## src/rtl/cip_pkg.sv

```systemverilog
package cip_pkg;

  // Strobes from control to datapath, one per register-load event
  typedef struct packed {
    logic acceptReq;  // capture a new request into stage 1
    logic stepLsp;    // advance stage-1 super-page pointer
    logic loadS2;     // move stage 1 into stage 2
    logic loadS3;     // move stage 2 into stage 3
    logic captPsp;    // park a mapping response in stage 3
    logic useStored;  // stage 3 already holds its physical page
    logic loadS4;     // move stage 3 into stage 4
  } cipStrobes_t;

endpackage

```

## src/rtl/cip_target_split.sv

```systemverilog
module cip_target_split #(
  parameter int MOD_W  = 2,
  parameter int CHIP_W = 2,
  parameter int SPG_W  = 6,
  parameter int BLK_W  = 10,
  localparam int PSP_W = MOD_W + CHIP_W + SPG_W + BLK_W
) (
  input  logic [PSP_W-1:0]  psp,
  output logic [MOD_W-1:0]  tgtModule,
  output logic [CHIP_W-1:0] tgtChip,
  output logic [SPG_W-1:0]  tgtPage,
  output logic [BLK_W-1:0]  tgtBlock
);

  localparam int CHIP_LO = MOD_W;
  localparam int PAGE_LO = MOD_W + CHIP_W;
  localparam int BLK_LO  = MOD_W + CHIP_W + SPG_W;

  // Low bits interleave modules, then chips, so consecutive pages spread out
  assign tgtModule = psp[MOD_W-1:0];
  assign tgtChip   = psp[CHIP_LO +: CHIP_W];
  assign tgtPage   = psp[PAGE_LO +: SPG_W];
  assign tgtBlock  = psp[BLK_LO +: BLK_W];

endmodule

```

## src/rtl/cip_ctrl.sv

```systemverilog
module cip_ctrl
  import cip_pkg::*;
#(
  parameter int NUM_MODULES = 4,
  parameter int IDLE_LIMIT  = 1000,
  parameter int IDLE_W      = 16,
  localparam int MOD_W      = $clog2(NUM_MODULES)
) (
  input  logic                   clk,
  input  logic                   rst_n,
  input  logic                   reqValid,
  output logic                   reqReady,
  input  logic                   s1Last,
  input  logic                   s3Hit,
  input  logic                   s4Hit,
  input  logic [MOD_W-1:0]       s4Module,
  output logic                   wbProbeValid,
  output logic                   mapReqValid,
  input  logic                   mapRespValid,
  output logic [NUM_MODULES-1:0] agentValid,
  input  logic [NUM_MODULES-1:0] agentReady,
  output logic                   hitValid,
  input  logic                   hitReady,
  output logic                   gcTrigger,
  output cipStrobes_t            stb
);

  localparam logic [IDLE_W-1:0] IDLE_END = IDLE_W'(IDLE_LIMIT);
  localparam logic [IDLE_W-1:0] IDLE_PRE = IDLE_W'(IDLE_LIMIT - 1);

  logic s1Busy, s2Valid, s3Valid, s3Have, s4Valid;
  logic s4Drain, s4Free, s3Go, s3Free, s2Go, s2Free, s1Go, accept;
  logic [IDLE_W-1:0] idleCnt;
  logic gcPulse;

  // Ready chain from the output back to the request port
  always_comb begin
    s4Drain = s4Valid && (s4Hit ? hitReady : agentReady[s4Module]);
    s4Free  = !s4Valid || s4Drain;
    s3Go    = s3Valid && (s3Hit || s3Have || mapRespValid) && s4Free;
    s3Free  = !s3Valid || s3Go;
    s2Go    = s2Valid && s3Free;
    s2Free  = !s2Valid || s2Go;
    s1Go    = s1Busy && s2Free;
    accept  = reqValid && !s1Busy;
  end

  assign reqReady     = !s1Busy;
  assign wbProbeValid = s1Busy;
  assign mapReqValid  = s3Valid && !s3Hit && !s3Have;
  assign hitValid     = s4Valid && s4Hit;
  assign gcTrigger    = gcPulse;

  for (genvar m = 0; m < NUM_MODULES; m++) begin : g_agent
    assign agentValid[m] = s4Valid && !s4Hit && (s4Module == MOD_W'(m));
  end

  always_comb begin
    stb.acceptReq = accept;
    stb.stepLsp   = s1Go && !s1Last;
    stb.loadS2    = s1Go;
    stb.loadS3    = s2Go;
    stb.captPsp   = mapReqValid && mapRespValid && !s3Go;
    stb.useStored = s3Have;
    stb.loadS4    = s3Go;
  end

  always_ff @(posedge clk or negedge rst_n) begin
    if (!rst_n) begin
      s1Busy  <= 1'b0;
      s2Valid <= 1'b0;
      s3Valid <= 1'b0;
      s3Have  <= 1'b0;
      s4Valid <= 1'b0;
    end else begin
      if (accept)               s1Busy <= 1'b1;
      else if (s1Go && s1Last)  s1Busy <= 1'b0;
      if (s2Free) s2Valid <= s1Go;
      if (s3Free) s3Valid <= s2Go;
      if (s4Free) s4Valid <= s3Go;
      if (s3Go)               s3Have <= 1'b0;
      else if (stb.captPsp)   s3Have <= 1'b1;
    end
  end

  // Saturating idle counter: one pulse per idle stretch
  always_ff @(posedge clk or negedge rst_n) begin
    if (!rst_n) begin
      idleCnt <= '0;
      gcPulse <= 1'b0;
    end else begin
      gcPulse <= !accept && (idleCnt == IDLE_PRE);
      if (accept)                 idleCnt <= '0;
      else if (idleCnt != IDLE_END) idleCnt <= idleCnt + 1'b1;
    end
  end

endmodule

```

## src/rtl/cip_datapath.sv

```systemverilog
module cip_datapath
  import cip_pkg::*;
#(
  parameter int PAGE_W  = 24,
  parameter int LEN_W   = 8,
  parameter int SLOT_W  = 2,
  parameter int MOD_W   = 2,
  parameter int CHIP_W  = 2,
  parameter int SPG_W   = 6,
  parameter int BLK_W   = 10,
  parameter int SP_SHIFT = 2,
  localparam int LSP_W  = PAGE_W - SP_SHIFT,
  localparam int PSP_W  = MOD_W + CHIP_W + SPG_W + BLK_W
) (
  input  logic              clk,
  input  logic              rst_n,
  input  cipStrobes_t       stb,
  input  logic              reqWrite,
  input  logic [SLOT_W-1:0] reqSlot,
  input  logic [PAGE_W-1:0] reqPage,
  input  logic [LEN_W-1:0]  reqPagesM1,
  input  logic              wbHit,
  input  logic [PSP_W-1:0]  mapRespPsp,
  output logic              s1Last,
  output logic              s3Hit,
  output logic              s4Hit,
  output logic [MOD_W-1:0]  s4Module,
  output logic [LSP_W-1:0]  wbProbeLsp,
  output logic              wbProbeWrite,
  output logic [LSP_W-1:0]  mapReqLsp,
  output logic [LSP_W-1:0]  cmdLsp,
  output logic              cmdWrite,
  output logic [SLOT_W-1:0] cmdSlot,
  output logic [CHIP_W-1:0] cmdChip,
  output logic [BLK_W-1:0]  cmdBlock,
  output logic [SPG_W-1:0]  cmdPage
);

  logic [PAGE_W-1:0] endPage;
  logic [LSP_W-1:0]  curLsp, lastLsp, s2Lsp, s3Lsp, s4Lsp;
  logic              s1Write, s2Write, s3Write, s4Write;
  logic [SLOT_W-1:0] s1Slot, s2Slot, s3Slot, s4Slot;
  logic              s2Hit;
  logic [PSP_W-1:0]  s3Psp, s4Psp, pspIn;

  assign endPage      = reqPage + PAGE_W'(reqPagesM1);
  assign s1Last       = (curLsp == lastLsp);
  assign wbProbeLsp   = curLsp;
  assign wbProbeWrite = s1Write;
  assign mapReqLsp    = s3Lsp;
  assign pspIn        = s3Hit ? '0 : (stb.useStored ? s3Psp : mapRespPsp);

  // Stage 1: request analysis, super-page walk
  always_ff @(posedge clk or negedge rst_n) begin
    if (!rst_n) begin
      curLsp  <= '0;
      lastLsp <= '0;
      s1Write <= 1'b0;
      s1Slot  <= '0;
    end else if (stb.acceptReq) begin
      curLsp  <= reqPage[PAGE_W-1:SP_SHIFT];
      lastLsp <= endPage[PAGE_W-1:SP_SHIFT];
      s1Write <= reqWrite;
      s1Slot  <= reqSlot;
    end else if (stb.stepLsp) begin
      curLsp  <= curLsp + 1'b1;
    end
  end

  // Stage 2: write-buffer probe result
  always_ff @(posedge clk or negedge rst_n) begin
    if (!rst_n) begin
      s2Lsp   <= '0;
      s2Write <= 1'b0;
      s2Slot  <= '0;
      s2Hit   <= 1'b0;
    end else if (stb.loadS2) begin
      s2Lsp   <= curLsp;
      s2Write <= s1Write;
      s2Slot  <= s1Slot;
      s2Hit   <= wbHit;
    end
  end

  // Stage 3: translation, with a parked copy of the fill
  always_ff @(posedge clk or negedge rst_n) begin
    if (!rst_n) begin
      s3Lsp   <= '0;
      s3Write <= 1'b0;
      s3Slot  <= '0;
      s3Hit   <= 1'b0;
      s3Psp   <= '0;
    end else begin
      if (stb.loadS3) begin
        s3Lsp   <= s2Lsp;
        s3Write <= s2Write;
        s3Slot  <= s2Slot;
        s3Hit   <= s2Hit;
      end
      if (stb.captPsp) s3Psp <= mapRespPsp;
    end
  end

  // Stage 4: emission register
  always_ff @(posedge clk or negedge rst_n) begin
    if (!rst_n) begin
      s4Lsp   <= '0;
      s4Write <= 1'b0;
      s4Slot  <= '0;
      s4Hit   <= 1'b0;
      s4Psp   <= '0;
    end else if (stb.loadS4) begin
      s4Lsp   <= s3Lsp;
      s4Write <= s3Write;
      s4Slot  <= s3Slot;
      s4Hit   <= s3Hit;
      s4Psp   <= pspIn;
    end
  end

  cip_target_split #(
    .MOD_W (MOD_W),
    .CHIP_W(CHIP_W),
    .SPG_W (SPG_W),
    .BLK_W (BLK_W)
  ) u_split (
    .psp      (s4Psp),
    .tgtModule(s4Module),
    .tgtChip  (cmdChip),
    .tgtPage  (cmdPage),
    .tgtBlock (cmdBlock)
  );

  assign cmdLsp   = s4Lsp;
  assign cmdWrite = s4Write;
  assign cmdSlot  = s4Slot;

endmodule

```

## src/rtl/cmd_interp_pipe.sv

```systemverilog
module cmd_interp_pipe
  import cip_pkg::*;
#(
  parameter int PAGE_W           = 24,
  parameter int LEN_W            = 8,
  parameter int SLOT_W           = 2,
  parameter int NUM_MODULES      = 4,
  parameter int CHIPS_PER_MODULE = 4,
  parameter int PAGES_PER_SUPER  = 4,
  parameter int SPG_W            = 6,
  parameter int BLK_W            = 10,
  parameter int IDLE_LIMIT       = 1000,
  localparam int MOD_W    = $clog2(NUM_MODULES),
  localparam int CHIP_W   = $clog2(CHIPS_PER_MODULE),
  localparam int SP_SHIFT = $clog2(PAGES_PER_SUPER),
  localparam int LSP_W    = PAGE_W - SP_SHIFT,
  localparam int PSP_W    = MOD_W + CHIP_W + SPG_W + BLK_W
) (
  input  logic                   clk,
  input  logic                   rst_n,
  input  logic                   reqValid,
  output logic                   reqReady,
  input  logic                   reqWrite,
  input  logic [SLOT_W-1:0]      reqSlot,
  input  logic [PAGE_W-1:0]      reqPage,
  input  logic [LEN_W-1:0]       reqPagesM1,
  output logic                   wbProbeValid,
  output logic [LSP_W-1:0]       wbProbeLsp,
  output logic                   wbProbeWrite,
  input  logic                   wbHit,
  output logic                   mapReqValid,
  output logic [LSP_W-1:0]       mapReqLsp,
  input  logic                   mapRespValid,
  input  logic [PSP_W-1:0]       mapRespPsp,
  output logic [NUM_MODULES-1:0] agentValid,
  input  logic [NUM_MODULES-1:0] agentReady,
  output logic                   hitValid,
  input  logic                   hitReady,
  output logic [LSP_W-1:0]       cmdLsp,
  output logic                   cmdWrite,
  output logic [SLOT_W-1:0]      cmdSlot,
  output logic [CHIP_W-1:0]      cmdChip,
  output logic [BLK_W-1:0]       cmdBlock,
  output logic [SPG_W-1:0]       cmdPage,
  output logic                   gcTrigger
);

  cipStrobes_t      stb;
  logic             s1Last, s3Hit, s4Hit;
  logic [MOD_W-1:0] s4Module;

  cip_ctrl #(
    .NUM_MODULES(NUM_MODULES),
    .IDLE_LIMIT (IDLE_LIMIT)
  ) u_ctrl (
    .clk         (clk),
    .rst_n       (rst_n),
    .reqValid    (reqValid),
    .reqReady    (reqReady),
    .s1Last      (s1Last),
    .s3Hit       (s3Hit),
    .s4Hit       (s4Hit),
    .s4Module    (s4Module),
    .wbProbeValid(wbProbeValid),
    .mapReqValid (mapReqValid),
    .mapRespValid(mapRespValid),
    .agentValid  (agentValid),
    .agentReady  (agentReady),
    .hitValid    (hitValid),
    .hitReady    (hitReady),
    .gcTrigger   (gcTrigger),
    .stb         (stb)
  );

  cip_datapath #(
    .PAGE_W  (PAGE_W),
    .LEN_W   (LEN_W),
    .SLOT_W  (SLOT_W),
    .MOD_W   (MOD_W),
    .CHIP_W  (CHIP_W),
    .SPG_W   (SPG_W),
    .BLK_W   (BLK_W),
    .SP_SHIFT(SP_SHIFT)
  ) u_dp (
    .clk         (clk),
    .rst_n       (rst_n),
    .stb         (stb),
    .reqWrite    (reqWrite),
    .reqSlot     (reqSlot),
    .reqPage     (reqPage),
    .reqPagesM1  (reqPagesM1),
    .wbHit       (wbHit),
    .mapRespPsp  (mapRespPsp),
    .s1Last      (s1Last),
    .s3Hit       (s3Hit),
    .s4Hit       (s4Hit),
    .s4Module    (s4Module),
    .wbProbeLsp  (wbProbeLsp),
    .wbProbeWrite(wbProbeWrite),
    .mapReqLsp   (mapReqLsp),
    .cmdLsp      (cmdLsp),
    .cmdWrite    (cmdWrite),
    .cmdSlot     (cmdSlot),
    .cmdChip     (cmdChip),
    .cmdBlock    (cmdBlock),
    .cmdPage     (cmdPage)
  );

endmodule

```

## config.mk

```make
export PLATFORM = sky130hd
export DESIGN_NAME = cmd_interp_pipe
export DESIGN_NICKNAME = d
export VERILOG_FILES = /design/src/rtl/cip_pkg.sv /design/src/rtl/cip_target_split.sv /design/src/rtl/cip_ctrl.sv /design/src/rtl/cip_datapath.sv /design/src/rtl/cmd_interp_pipe.sv
export SDC_FILE = /design/constraint.sdc
export NUM_CORES = 1
export LEC_CHECK = 0
export ABC_AREA = 1
export BUFFER_PORTS_ARGS = -buffer_cell sky130_fd_sc_hd__clkbuf_2
export CORE_MARGIN = 3
export CORE_UTILIZATION = 51
export CTS_CLUSTER_SIZE = 30
export DETAILED_ROUTE_END_ITERATION = 12
export PLACE_DENSITY = 0.85
export RECOVER_POWER = 25
export SETUP_SLACK_MARGIN = 0.2
export SYNTH_ARGS = -nofsm -noshare
export SYNTH_HDL_FRONTEND = slang
export SYNTH_SLANG_ARGS = --single-unit
```

## constraint.sdc

```tcl
create_clock -name clk -period 1.7 [get_ports clk]
set_input_delay 0.085 -clock clk [delete_from_list [all_inputs] [get_ports clk]]
set_output_delay 0.085 -clock clk [all_outputs]
set_load 0.005 [all_outputs]
```

==> Word-level counts from Yosys, hierarchy flattened <==
Index checks and enable logic that the tools add are counted.
{ "word_totals": {"ff_bits": 187, "inputBits": 65, "out_inout_bits": 97, "elab_cells": 87} }
{ "classes": {"n_eq_ne": 6, "n_lt_le_gt_ge": 1, "muxes": 13, "reduce_logical": 39, "add_sub_neg": 3} }
{ "op_table": {"columns": ["op", "count"], "rows": [
  ["$mux 22", 2],
  ["$mux 20", 2],
  ["$mux 16", 2],
  ["$add 24x8->24", 1],
  ["$add 22x1->22 const B", 1],
  ["$eq 22x22->1", 1],
  ["$logic_and 1x1->1", 19],
  ["$add 16x1->16 const B", 1],
  ["$eq 16x10->1 const B", 1],
  ["$ne 16x10->1 const B", 1],
  ["$logic_not 1->1", 10],
  ["$reduce_bool 2->1", 4],
  ["$mux 1", 6],
  ["$logic_or 1x1->1", 5],
  ["$eq 2x2->1 const B", 2],
  ["$lt 2x3->1 const B", 1],
  ["$bmux 1 s2", 1],
  ["$eq 2x1->1 const B", 1],
  ["$logic_not 2->1", 1]
]} }

==> Depth between registers and ports, before layout <==
{ "logic_depth": {"depth_word": 13, "ltp_mapped": 13, "depth_no_buf": 11} }

==> Cells and area by module <==
A second synthesis with hierarchy kept.
{ "unflattened": {"hier_cells": 1220, "hier_area_um2": 9524.1} }
{ "by_module_without_submodules": {"columns": ["mod", "cells_per_inst", "seq_area_each_um2", "instances", "area_per_inst_um2"], "rows": [
  ["cip_datapath", 1019, 4129.0, 1, 8076.5],
  ["cip_ctrl", 181, 550.5, 1, 1297.5],
  ["cip_target_split", 20, 0.0, 1, 150.1]
]} }

==> Worst setup path before layout <==
Ideal clock, no wire load.
{ "synth_path": {"path_kind": "reg2reg", "from": "reg u_dp.curLsp[0] (netlist: u_dp.wbProbeLsp[0])", "to": "reg u_dp.curLsp[14] (netlist: u_dp.wbProbeLsp[14])", "path_buffers": 0, "setup_slack_ns": 0.024, "required_time_ns": 1.583, "stages_incl_launch_ff": 11, "t_arrival_ns": 1.559, "setup_time_ns": 0.117, "synth_period_minus_slack_ns": 1.676, "cell_sequence": "dfrtp_1 ha_1 nand3_1 nor2_2 nand4_1 inv_1 nand3_1 nand3_1 nand2_1 nand2_1 nand2_1"} }
{ "synth_via": {"elab_chain_cells": 4, "elab_cells_between_ends": 7, "cone_classes": "add/sub: 1; eq/ne: 1; mux: 2; reduce/logical: 3"} }
{ "synth_lines": {"columns": ["item", "line_no", "source"], "rows": [
  ["from (decl)", "cip_datapath.sv:40", "logic [LSP_W-1:0] curLsp, lastLsp, s2Lsp, s3Lsp, s4Lsp;"],
  ["from (signal assigned)", "cip_datapath.sv:61", "curLsp <= reqPage[PAGE_W-1:SP_SHIFT];"],
  ["from (signal assigned)", "cip_datapath.sv:66", "curLsp <= curLsp + 1'b1;"],
  ["parallel branches: the longest is 4 deep, another holds $add 22x1->22", null, null]
]} }
Parallel ways; which one is timed is not known. The select of a mux whose other input is x is not followed.
A chain may end at the register's enable or synchronous reset.

==> Worst setup path in the final report <==
{ "layout_path": {"from": "reg u_ctrl.s3Valid", "to": "reg u_dp.s4Psp[6]"} }
{ "layout_via": {"elab_chain_cells": 2} }
{ "layout_lines": {"columns": ["item", "line_no", "source"], "rows": [
  ["from (decl)", "cip_ctrl.sv:31", "logic s1Busy, s2Valid, s3Valid, s3Have, s4Valid;"],
  ["from (signal assigned)", "cip_ctrl.sv:79", "if (s3Free) s3Valid <= s2Go;"],
  ["$logic_and 1x1->1 (2 in series)", "cip_ctrl.sv:40", "s3Go = s3Valid && (s3Hit || s3Have || mapRespValid) && s4Free;"],
  ["to (signal assigned)", "cip_datapath.sv:117", "s4Psp <= pspIn;"],
  ["to (decl)", "cip_datapath.sv:44", "logic [PSP_W-1:0] s3Psp, s4Psp, pspIn;"]
]} }
No other way between the ends.

==> results.md <==
- Clock transition at path regs: 0.08 ns
- Failing checks: setup timing
- Max Freq: 483.6 MHz
- CTS tree: built
- TritonRoute pass-1 iters: 7
- P_leak: 7.373 nW
- First-pass GRT wire length: 44830 um
- Startpoint Class: flip-flop
- Starting Density: 52.63%
- Largest net degree at the start of global routing: 56
- Sequential fraction of the synthesis area: 48.83%
- Syn Std Cell Area: 0.009583 mm^2
- Power Dens Cells: 1745 mW/mm^2
- Commonest non-fill, non-tap cell in the layout: nand2_1
- Net Switching: 10.87 mW
- PortBufs: 161
- #FFs+latches synth: 187
- Net Sw Frac: 44.21%
- Leading area contributor after synthesis: dfrtp_1
- Warnings, synthesis: 0
- Int Pwr: 13.71 mW
- Vias per Instance: 6.038
- Comb pwr share: 51.8%
- Synth cell types: 37
- Setup WS post-layout: -0.3678 ns
- Ant diodes: 0
- H-tree levels: 4
- Grt total ovfl: 0
- Slew Limit Fails: 0
- Final Cell Area: 0.01409 mm^2
- Tmin final: 2.068 ns
- DIE WIDTH: 143.1 um
- Final Wtd Congestion: 0.9824
- CTS Sinks: 187
- WL/cell: 20.98 um
- Final Net Count: 1655
- Clock Skews: 0.01501 ns
- Starting DRC count in detailed routing: 1330
- Fillers: 1012
- Hold WS: 0.004085 ns
- Worst skew pair latency: 0.45 ns
- Required time of the worst setup path: 2.01 ns
- Sequential share of power: 30.4%
- Commonest non-fill, non-tap cells in the layout: nand2_1, dfrtp_1, clkbuf_2, inv_1, nand3_1
- Vias in the first global route: 9310
- CTS Root Cell: clkbuf_16
- Final ANT Viol Nets: 0
- Die area: 0.02047 mm^2
- Hpwl dp: 17820 um
- Post-Syn Instances: 1281
- CP endpoint kind: flip-flop
- Rel. slew slack: 4.413%
- MaxCap Viol Count: 0
- Hold crit path type: in2reg
- Final worst-path cycle share: 121.6%
- Clock power share: 17.9%
- Outcome: finished with violations
- Die Y: 143.1 um
- Final setup fails: 130
- CTS Buffer Depth: 2
- Data arrival, critical path: 2.38 ns
- Total CTS buffers: 17
- Yosys top cell area share: 48.83%
- Worst Path Max Fanout: 6
- Register area: 0.004690 mm^2
- Net Count, Synth: 1356
- Final Hold Viols: 0
- Footprint of the multi-input gates: 0.005199 mm^2
- Total wire length: 38230 um
- Initial antenna violation count: 1
- Setup CP Type: reg2reg
- Share of cells above drive strength 1: 35.91%
- Synth top area cells: dfrtp_1, nand2_1, nand3_1
- Core Area: 0.01821 mm^2
- Synthesis-to-finish area growth: 46.99%
- Number of cell rows: 49
- RSZ-0062 raised after global routing: true
- Drt drc: 0
- Vias: 11001
- Maximum vdd drop: 0.001061 V
- Worst Tran Pin Value: 1.434 ns
- Ports: 162
- Post-place instance area: 0.01107 mm^2
- Gr usage total: 27.17%
- Average size of a mapped cell: 7.481 um^2
-- per-stage QoR --
step | utilization (%) | setup WS [ns] | power, mW | std cells | setup TNS, ns
global placement | 60.78 | 0.04279 | 13.40 | 1691 | 0
CTS | 68.78 | 0.06745 | 19.01 | 1781 | 0
finish | 77.36 | -0.3678 | 24.58 | 1822 | -12.09
detailed placement | 60.78 | 0.004062 | 13.68 | 1691 | 0
global route | 77.36 | -0.3948 | 25.53 | 1822 | -21.25
floorplan | - | 0.1998 | 11.16 | 1281 | 0
-- kinds of logic (layout without fill, tap and decap cells) --
family	count (synthesis)	count (layout)	share of synthesized area (%)
adders and majority gates	10	10	1.306
buffers and inverters	185	496	8.422
DFF	187	187	48.83
and+or+nand+nor	729	730	31.70
AOI/OAI and AO/OA	161	161	8.918
xor gates and xnor gates	9	9	0.8225
-- worst paths after layout --
path,cells after the start,startpoint,slack [ns],to
worst max-delay path,8,u_ctrl.s3Valid$_DFFE_PN0P_,-0.37,u_dp.s4Psp[6]$_DFFE_PN0P_
worst min-delay path,5,reqPage[6],0.004,u_dp.wbProbeLsp[4]$_DFFE_PN0P_
worst max register to register,8,u_ctrl.s3Valid$_DFFE_PN0P_,-0.37,u_dp.s4Psp[6]$_DFFE_PN0P_
worst min register to register,2,u_dp.cmdLsp[20]$_DFFE_PN0P_,0.49,u_dp.cmdLsp[20]$_DFFE_PN0P_
max in group asynchronous,3,rst_n,0.17,u_dp.wbProbeLsp[1]$_DFFE_PN0P_
min in group asynchronous,2,rst_n,0.50,u_dp.mapReqLsp[13]$_DFFE_PN0P_
-- routing by layer --
layer  track usage [%]  share of wire (%)  vias up
li1                  -                  -     4695
met1             36.76                 35     5111
met2             43.57                 46      890
met3             4.856                 11      303
met4             10.96                8.0        2
met5                 0              0.029        -
-- power by group through the flow --
stage	Clock (mW)	Sequential, mW	Combinational, mW
6_report	4.39	7.46	12.7
5_1_grt	4.55	7.54	13.4
4_1_cts	4.27	6.88	7.86
3_5_place_dp	0	6.94	6.75
3_3_place_gp	0	6.90	6.50
2_1_floorplan	0	6.82	4.34
-- critical path, cell delays in order (launching register included) --
cell and delay, ns:
dfrtp_2 0.46, inv_1 0.17, a31oi_2 0.26, nand3_4 0.17, buf_6 0.17, clkinv_8 0.08
nand2_8 0.09, buf_8 0.15, o21ai_1 0.36
-- final cells by class --
type                    instances  area share (%)
clock buffers                  18           3.047
flip-flops and latches        187           33.29
well taps                     229           2.034
inverters                     131           3.669
clock inverters                14           1.430
multi-input cells             910           36.91
repair buffers                333           19.62
-- what timing repair did --
| item | CTS | global route |
|---|---|---|
| resized for setup | 58 | 330 |
| gates cloned | 5 | 21 |
| pin swaps | 11 | 32 |
| buffers inserted | 13 | 21 |
| endpoints found under the setup margin | 147 | 165 |
| hold buffers | 40 | 0 |
| endpoints found under the hold margin | 117 | 0 |
-- Yosys cell counts (all sizes together) --
cell type,instances
nand2,478
dfrtp,187
inv,131
nand3,114
o21ai,103
nor2,84
buf,41
a21oi,37
nand4,21
nor3,21
clkbuf,13
ha,10
o211ai,6
or2,5
xnor2,5
o22ai,4
xor2,4
a31oi,3
nor4,3
o21bai,3
o21a,2
a21boi,1
a22oi,1
nand2b,1
nand3b,1
nor3b,1
o221ai,1
-- state kept, by name, summed over array words and instances, names as in the netlist, 16 cells and up --
register         flops
u_ctrl.idleCnt      16
u_dp.mapReqLsp      22
u_dp.wbProbeLsp     22
u_dp.s2Lsp          22
u_dp.cmdLsp         22
u_dp.s4Psp          20
u_dp.s3Psp          20
u_dp.lastLsp        22
(Power assumes the default switching activity.)
